**config.mk**
```make
export PLATFORM = sky130hd
export DESIGN_NAME = hci_cmd_handshake
export DESIGN_NICKNAME = d
export VERILOG_FILES = /design/src/rtl/hci_pkg.sv /design/src/rtl/hci_wait_timer.sv /design/src/rtl/hci_cmd_reg.sv /design/src/rtl/hci_core_status.sv /design/src/rtl/hci_cmd_handshake.sv
export SDC_FILE = /design/constraint.sdc
export NUM_CORES = 1
export LEC_CHECK = 0
export ABC_AREA = 1
export BUFFER_PORTS_ARGS = -buffer_cell sky130_fd_sc_hd__buf_2
export CAP_MARGIN = 20
export CORE_MARGIN = 3
export CORE_UTILIZATION = 30
export CTS_BUF_LIST = sky130_fd_sc_hd__clkbuf_16
export CTS_CLUSTER_DIAMETER = 150
export DETAILED_ROUTE_END_ITERATION = 10
export GPL_ROUTABILITY_DRIVEN = 1
export SLEW_MARGIN = 0
export SYNTH_ARGS = -nofsm -noshare
export SYNTH_HDL_FRONTEND = slang
export SYNTH_SLANG_ARGS = --single-unit
```
**constraint.sdc**
```tcl
create_clock -name clk -period 0.95 [get_ports clk]
set_input_delay 0.1425 -clock clk [delete_from_list [all_inputs] [get_ports clk]]
set_output_delay 0.1425 -clock clk [all_outputs]
set_load 0.005 [all_outputs]
```
**src/rtl/hci_pkg.sv**
```systemverilog
package hci_pkg;
  typedef enum logic {
    MODE_PCI = 1'b0,
    MODE_GEN = 1'b1
  } bus_mode_e;

  // True once the stall has lasted the whole permitted window.
  function automatic logic wait_spent(input int unsigned cnt, input int unsigned lim);
    return cnt >= lim;
  endfunction

  // A host write lands only while no request is outstanding.
  function automatic logic write_lands(input logic wr, input logic busy);
    return wr && !busy;
  endfunction
endpackage

```
**src/rtl/hci_wait_timer.sv**
```systemverilog
module hci_wait_timer #(
  parameter int unsigned MAX_WAIT = 8,
  localparam int unsigned CNT_W = $clog2(MAX_WAIT + 1)
) (
  input  logic clk,
  input  logic rst_n,
  input  logic stall,     // write held against a set request bit
  input  logic gen_mode,  // 1 = unbounded wait
  output logic retry
);
  import hci_pkg::*;

  logic [CNT_W-1:0] cnt_q;
  logic             counting;

  assign counting = stall && !gen_mode;
  assign retry    = counting && wait_spent(32'(cnt_q), MAX_WAIT);

  always_ff @(posedge clk) begin
    if (!rst_n || !counting || retry) cnt_q <= '0;
    else                              cnt_q <= cnt_q + 1'b1;
  end

  p_cnt_bound_r7: assert property (@(posedge clk) disable iff (!rst_n)
    32'(cnt_q) <= MAX_WAIT);
  p_retry_restart_r7: assert property (@(posedge clk) disable iff (!rst_n)
    retry |=> !retry);
  p_no_retry_gen_r8: assert property (@(posedge clk) disable iff (!rst_n)
    gen_mode |-> !retry);
endmodule

```
**src/rtl/hci_cmd_reg.sv**
```systemverilog
module hci_cmd_reg #(
  parameter int unsigned VEC_W = 7
) (
  input  logic             clk,
  input  logic             rst_n,
  input  logic             accept,    // host write lands this cycle
  input  logic             wr_cmd,
  input  logic [VEC_W-1:0] wr_vec,
  input  logic             ack,
  output logic             cmd_q,
  output logic [VEC_W-1:0] vec_q,
  output logic             set_ev,
  output logic             clr_ev
);
  // Internal events brought out for the status flop and the assertions.
  assign set_ev = accept && wr_cmd;
  assign clr_ev = ack && cmd_q;

  always_ff @(posedge clk) begin
    if (!rst_n) begin
      cmd_q <= 1'b0;
      vec_q <= '0;
    end else begin
      if (accept) vec_q <= wr_vec;
      if (set_ev)      cmd_q <= 1'b1;
      else if (clr_ev) cmd_q <= 1'b0;
    end
  end

  p_set_r2: assert property (@(posedge clk) disable iff (!rst_n)
    set_ev |=> cmd_q);
  p_clear_r4: assert property (@(posedge clk) disable iff (!rst_n)
    clr_ev |=> !cmd_q);
  p_zero_write_r3: assert property (@(posedge clk) disable iff (!rst_n)
    (accept && !wr_cmd && !cmd_q) |=> !cmd_q);
  p_hold_vec_r7: assert property (@(posedge clk) disable iff (!rst_n)
    (cmd_q && !accept) |=> $stable(vec_q));
endmodule

```
**src/rtl/hci_core_status.sv**
```systemverilog
module hci_core_status (
  input  logic clk,
  input  logic rst_n,
  input  logic set_ev,
  input  logic clr_ev,
  output logic pending
);
  always_ff @(posedge clk) begin
    if (!rst_n)      pending <= 1'b0;
    else if (set_ev) pending <= 1'b1;
    else if (clr_ev) pending <= 1'b0;
  end
endmodule

```
**src/rtl/hci_cmd_handshake.sv**
```systemverilog
module hci_cmd_handshake #(
  parameter int unsigned VEC_W    = 7,
  parameter int unsigned MAX_WAIT = 8
) (
  input  logic             clk,
  input  logic             rst_n,
  input  logic             bus_mode,
  input  logic             host_wr,
  input  logic             host_cmd,
  input  logic [VEC_W-1:0] host_vec,
  output logic             host_ready,
  output logic             host_retry,
  output logic             host_cmd_rd,
  output logic             core_pending,
  output logic [VEC_W-1:0] core_vec,
  input  logic             core_ack
);
  import hci_pkg::*;

  logic cmd_q, set_ev, clr_ev, stall, gen_mode;

  assign gen_mode   = (bus_mode == MODE_GEN);
  assign host_ready = write_lands(host_wr, cmd_q);
  assign stall      = host_wr && cmd_q;

  hci_wait_timer #(.MAX_WAIT(MAX_WAIT)) u_timer (
    .clk(clk), .rst_n(rst_n), .stall(stall), .gen_mode(gen_mode),
    .retry(host_retry)
  );

  hci_cmd_reg #(.VEC_W(VEC_W)) u_reg (
    .clk(clk), .rst_n(rst_n), .accept(host_ready), .wr_cmd(host_cmd),
    .wr_vec(host_vec), .ack(core_ack), .cmd_q(cmd_q), .vec_q(core_vec),
    .set_ev(set_ev), .clr_ev(clr_ev)
  );

  hci_core_status u_status (
    .clk(clk), .rst_n(rst_n), .set_ev(set_ev), .clr_ev(clr_ev),
    .pending(core_pending)
  );

  assign host_cmd_rd = cmd_q;

  p_excl_r10: assert property (@(posedge clk) disable iff (!rst_n)
    !(host_ready && host_retry));
  p_need_wr_r10: assert property (@(posedge clk) disable iff (!rst_n)
    (host_ready || host_retry) |-> host_wr);
  p_pend_match_r9: assert property (@(posedge clk) disable iff (!rst_n)
    core_pending == host_cmd_rd);
  p_busy_stall_r6: assert property (@(posedge clk) disable iff (!rst_n)
    host_cmd_rd |-> !host_ready);
  p_idle_accept_r6: assert property (@(posedge clk) disable iff (!rst_n)
    (host_wr && !host_cmd_rd) |-> host_ready);
  p_ignored_ack_r5: assert property (@(posedge clk) disable iff (!rst_n)
    (core_ack && !host_cmd_rd && !host_wr) |=> (!host_cmd_rd && $stable(core_vec)));
endmodule

```
==> flow_summary.json, run 1 <==
{
  "status": "finished with violations",
  "violations": "negative setup slack",
  "overflow": 0,
  "clockPowerShare": 0.501,
  "antenna_cells": 0,
  "crit_type": "reg2out",
  "cts_tree": "built",
  "start_util": 0.335,
  "numPlacedInstances": 120,
  "drt_first_iter_violations": 0,
  "track_usage": 0.116,
  "rr_worst_depth": 5,
  "ys_warn_count": 0,
  "layout_commonest_cell": "buf_2",
  "drc_errors": 0,
  "syn_area_per_cell_um2": 7.22,
  "insertion_delay_ns": 0.23,
  "gp_congestion": 0.668,
  "ys_types": 13,
  "place.detailed.hpwl_um": 845,
  "clk_path_buf_depth": 2,
  "grt_max_degree": 9,
  "ant_nets": 0,
  "fin_crit_sh": 1.13,
  "use_met3": 0.0443,
  "grt_pass1_vias": 478,
  "vdd_drop_max_mv": 0.815,
  "reg2reg_slack_ns": -0.03,
  "seqPwrFrac": 0.368,
  "die-area_um2": 2320,
  "start_kind": "flop",
  "post_dp_cell_area_um2": 668,
  "setup_ws_ns": -0.126,
  "fmax_mhz": 929,
  "vias": 524,
  "path_clk_slew_ns": 0.04,
  "cts_sinks": 12,
  "crit_path_cell_trace": "nand2_4 > nor3b_2 > buf_2",
  "drv_cap": 0,
  "cts-root-buf": "clkbuf_16",
  "stdcell_area_um2": 851,
  "synthTopCellsByArea": "dfxtp_1, nor2_1, inv_1, nand3_1, nand2_1",
  "grt_antenna_before_repair": 0,
  "finalWirelength_mm": 1.27,
  "synth_top_cell_by_area": "dfxtp_1",
  "max_slew_margin": 0.856,
  "fin_cells": 126,
  "coreArea_um2": 1590,
  "power_frac_comb": 0.131,
  "final_layout_size_suffix_gt1_frac": 0.461,
  "drtPass1Iterations": 1,
  "io_pins": 24,
  "routed_via_density": 4.16,
  "fp.dieH_um": 48.2,
  "synth_nets": 89,
  "met1_usage": 0.131,
  "synth_top_area_share": 0.450,
  "hold_viol": 0,
  "fin_nets": 119,
  "worst_path_largest_cell_delay_ns": 0.36,
  "final_cell_mix": "buf_2, nor2_1, inv_1",
  "synthToLayoutAreaGrowth_pct": 59.3,
  "r2r-start": "u_status.pending$_SDFFE_PN0P_",
  "cp.required_ns": 0.81,
  "crit_start": "u_status.pending$_SDFFE_PN0P_",
  "die_w_um": 48.2,
  "cts_buffers": 3,
  "ys_ff_latch": 12,
  "fin_setup_tns_ns": -0.529,
  "grtUsageMet2": 0.203,
  "switchingPower_uw": 307,
  "routedWlPerCell_um": 10.1,
  "top_usage_layer": "met2",
  "p_leak_uw": 0.000443,
  "portBuffers": 23,
  "finalClockSkew_ns": 0.000554,
  "synth_area_um2": 534,
  "slew_violations": 0,
  "cp_slowest_cell": "dfxtp_4",
  "fp-row-count": 14,
  "cp.arrival_ns": 0.93,
  "synth_cells": 74,
  "setup_viol": 12,
  "r2r-end": "u_reg.vec_q[5]$_SDFFE_PN0P_",
  "end_kind": "output pin",
  "seq_area_frac_synth": 0.450,
  "nFillCells": 162,
  "worst_slew_pin_slew_ns": 0.216,
  "intPower_uw": 1170,
  "grt_pass1_wl_mm": 1.90,
  "critPathMaxFanout": 3,
  "rsz0062_at_grt": "true",
  "crit_end": "host_retry",
  "p_per_area_nw_per_um2": 1740,
  "min_path_type": "in2reg",
  "htree_levels": 1,
  "sw_frac_of_total": 0.207,
  "hp-start": "core_ack",
  "finalCriticalPeriod_ns": 1.08
}
## worst min-delay path by stage
| stage | to | slack, ns | depth (start not counted) |
|---|---|---|---|
| after floorplan | u_status.pending$_SDFFE_PN0P_ | 0.30 | 3 |
| after global placement | u_status.pending$_SDFFE_PN0P_ | 0.39 | 4 |
| after detailed placement | u_status.pending$_SDFFE_PN0P_ | 0.41 | 4 |
| after CTS | u_status.pending$_SDFFE_PN0P_ | 0.16 | 4 |
| after global routing | u_status.pending$_SDFFE_PN0P_ | 0.18 | 4 |
| final | u_status.pending$_SDFFE_PN0P_ | 0.16 | 4 |
## cell families (layout without fill, tap and decap cells)
family	Yosys count	after routing	share of synthesized area
flip-flops	12	12	0.450
AO/OA/AOI/OAI	1	1	0.00936
XOR/XNOR	1	1	0.0164
adder cells (fa/ha/maj)	2	2	0.0468
buffers and inverters	17	45	0.148
AND/OR/NAND/NOR	41	41	0.330
## layer usage
metal	vias to the layer above	routed length [um]
met5	-	0
met4	0	0
met3	0	69
met2	13	712
met1	236	488
li1	275	-
## power groups by stage
stage	registers, uW	clock network, uW	logic, uW
after detailed placement	556	0	149
after global routing	549	784	219
after CTS	545	761	174
after floorplan	560	0	81.4
final	545	742	194
after global placement	554	0	147
## synth_stat cells
library cell and count:
nor2_4 1, inv_2 1, buf_4 2, nand3_1 9, buf_6 1, xnor2_1 1, a21oi_1 1, ha_1 2
nand2_1 10, nor2_1 20, nor3b_1 1, dfxtp_1 12, inv_1 13
## flip-flops by register name (all words and copies together) (netlist names)
register,flops
u_reg.vec_q,7
u_status.pending,1
u_timer.cnt_q,4
## per-stage QoR
step	hold WS (ns)	util	total power [uW]	setup slack (ns)
after floorplan	0.302	-	641	0.0647
after global placement	0.390	0.419	702	0.0203
after detailed placement	0.408	0.419	705	-0.00736
after CTS	0.155	0.500	1480	-0.123
after global routing	0.176	0.534	1550	-0.175
final	0.163	0.534	1480	-0.126
## worst max-delay path, delay by kind of cell (launching register included)
family                 cells  cell delay, ns
DFF                        1            0.36
and+or+nand+nor            2            0.20
buffers and inverters      1            0.13
## final cells by class
type	count	area (um^2)	share of cell area
Clock buffer	3	75.1	0.0882
Inverter	14	56.3	0.0662
Multi-Input combinational cell	45	272	0.319
Sequential cell	12	245	0.288
Tap cell	24	30.0	0.0353
Timing Repair Buffer	28	173	0.203
## what timing repair did
item | CTS | global route
pin swaps | 2 | 1
hold buffers | 0 | 0
buffers inserted | 3 | 0
resized for setup | 8 | 12
endpoints found under the setup margin | 4 | 13
gates cloned | 0 | 0
(Power assumes the default switching activity.)
==> run 2: changes to the inputs <==
--- a/config.mk
+++ b/config.mk
@@ -8,6 +8,7 @@
 export ABC_AREA = 1
 export BUFFER_PORTS_ARGS = -buffer_cell sky130_fd_sc_hd__buf_2
 export CAP_MARGIN = 20
+export CORE_ASPECT_RATIO = 1.1
 export CORE_MARGIN = 3
 export CORE_UTILIZATION = 30
 export CTS_BUF_LIST = sky130_fd_sc_hd__clkbuf_16
==> run 2 against run 1 <==
Final cell count down 4.8%. Critical endpoint is now host_ready. Die area about the same. Largest cell class is now flip-flops and latches. Largest power group unchanged. Via count up 0.95%. Sequential share of layout area up 1.4 points. Setup slack about the same. Clock skew up 0.00059 ns. Worst hold slack worse by 0.017 ns. The flow still finishes with violations (negative setup slack). Flip-flop and latch count unchanged. Clock power up 3%. Register-to-register slack better by 0.02 ns. Routed wire length down 5.2%. Critical path type unchanged.
==> flow_summary.json, run 2 (same netlist as run 1, synthesis figures left out) <==
{
  "setup_viol": 5,
  "ant_nets": 0,
  "hp-start": "core_ack",
  "cp.arrival_ns": 0.93,
  "cts_sinks": 12,
  "grt_antenna_before_repair": 0,
  "routed_via_density": 4.41,
  "gp_congestion": 0.702,
  "drt_first_iter_violations": 1,
  "rsz0062_at_grt": "true",
  "place.detailed.hpwl_um": 843,
  "reg2reg_slack_ns": -0.01,
  "coreArea_um2": 1610,
  "antenna_cells": 0,
  "p_per_area_nw_per_um2": 1840,
  "cts_tree": "built",
  "r2r-start": "u_status.pending$_SDFFE_PN0P_",
  "start_kind": "flop",
  "insertion_delay_ns": 0.24,
  "io_pins": 24,
  "hold_viol": 0,
  "dp_slack_ns": -0.0120,
  "multi_input_area_um2": 228,
  "overflow": 0,
  "fp-row-count": 15,
  "die_w_um": 46.2,
  "fp.dieH_um": 50.3,
  "rr_worst_depth": 5,
  "totalPowerFinal_uw": 1490,
  "worst_slew_pin_slew_ns": 0.143,
  "cts_buffers": 3,
  "nFillCells": 170,
  "clk_path_buf_depth": 2,
  "cp.required_ns": 0.81,
  "die-area_um2": 2320,
  "crit_start": "u_status.pending$_SDFFE_PN0P_",
  "routedWlPerCell_um": 10.0,
  "largest_reg_flops": 7,
  "drc_errors": 0,
  "whs_endpoint": "u_status.pending$_SDFFE_PN0P_",
  "fin_nets": 119,
  "setup_ws_ns": -0.127,
  "start_util": 0.331,
  "min_path_type": "in2reg",
  "violations": "negative setup slack",
  "regMostFlops": "u_reg.vec_q",
  "fin_crit_sh": 1.13,
  "r2r-end": "u_reg.vec_q[0]$_SDFFE_PN0P_",
  "critPathMaxFanout": 3,
  "cp_slowest_cell": "dfxtp_4",
  "path_clk_slew_ns": 0.04,
  "grt_pass1_wl_mm": 1.87,
  "track_usage": 0.113,
  "top_regs": "u_reg.vec_q (7), u_timer.cnt_q (4), u_status.pending (1)",
  "final_layout_size_suffix_gt1_frac": 0.369,
  "drv_cap": 0,
  "slew_violations": 0,
  "status": "finished with violations",
  "p_leak_uw": 0.000433,
  "cpLargestDelayFamily": "flip-flops",
  "end_kind": "output pin",
  "vdd_drop_max_mv": 1.09,
  "htree_levels": 1,
  "vias": 529,
  "crit_type": "reg2out",
  "layout.area.seq_um2": 245,
  "hold_depth": 4,
  "drtPass1Iterations": 2,
  "worst_path_largest_cell_delay_ns": 0.36,
  "finalCriticalPeriod_ns": 1.08,
  "grt_pass1_vias": 468,
  "max_slew_margin": 0.905,
  "hold_buffers": 0,
  "final_cell_mix": "buf_2, nor2_1, inv_1",
  "synthToLayoutAreaGrowth_pct": 51.8,
  "finalWirelength_mm": 1.20,
  "grt_max_degree": 9,
  "layout_commonest_cell": "buf_2",
  "finalClockSkew_ns": 0.00114,
  "fmax_mhz": 929,
  "portBuffers": 23,
  "crit_buf_inv": 2,
  "cts-root-buf": "clkbuf_16",
  "crit_path_cell_trace": "buf_12 > nor2_4 > buf_2"
}
## run 2: cell types whose count changed in the layout (fill, tap and decap cells not counted), sizes merged
cell,before,now
clkinv,0,1
## run 2: tightest hold or removal path, cell delays in order
cell     delay [ns]
buf_2          0.08
inv_1          0.03
nand2_1        0.04
a21oi_1        0.05
## run 2: worst max path at each step
stage / to / slack, ns / cells past startpoint
final: host_ready / -0.13 / 3
after global routing: host_retry / -0.17 / 3
after CTS: host_retry / -0.14 / 3
after detailed placement: host_retry / -0.01 / 3
after global placement: host_retry / 0.02 / 3
after floorplan: host_retry / 0.06 / 2
## run 2: what timing repair did
action / CTS / global route
setup endpoints to repair: 4 / 12
setup buffers: 2 / 1
resized for setup: 9 / 1
pin swaps: 2 / 1
## run 2: layout make-up
class,instances,area share
multi-input combinational,45,0.281
clock buffer,3,0.0926
inverter,14,0.0694
clock inverter,1,0.00463
tap,17,0.0262
sequential,12,0.302
timing repair buffer,28,0.224
## run 2: report_power, final
part | internal (uW) | switching, uW
Clock | 553 | 209
Combinational | 94.6 | 87.2
Sequential | 532 | 15.0
Total | 1180 | 311
## run 2: stage by stage
| step | setup TNS, ns | hold slack, ns | instance area [um^2] | utilization | instances |
|---|---|---|---|---|---|
| 2_1_floorplan | 0 | 0.302 | 534 | - | 74 |
| 3_3_place_gp | 0 | 0.390 | 659 | 0.409 | 113 |
| 3_5_place_dp | -0.0120 | 0.402 | 659 | 0.409 | 113 |
| 4_1_cts | -0.350 | 0.144 | 802 | 0.497 | 119 |
| 5_1_grt | -0.807 | 0.180 | 811 | 0.502 | 120 |
| 6_report | -0.401 | 0.146 | 811 | 0.502 | 120 |
## run 2: metal layers
metal | share of wire | up-vias | global-route usage
met3 | 0.066 | 4 | 0.0215
met2 | 0.48 | 18 | 0.177
met4 | 0.029 | 0 | 0.0853
met5 | 0 | - | 0
met1 | 0.42 | 231 | 0.129
li1 | - | 276 | -
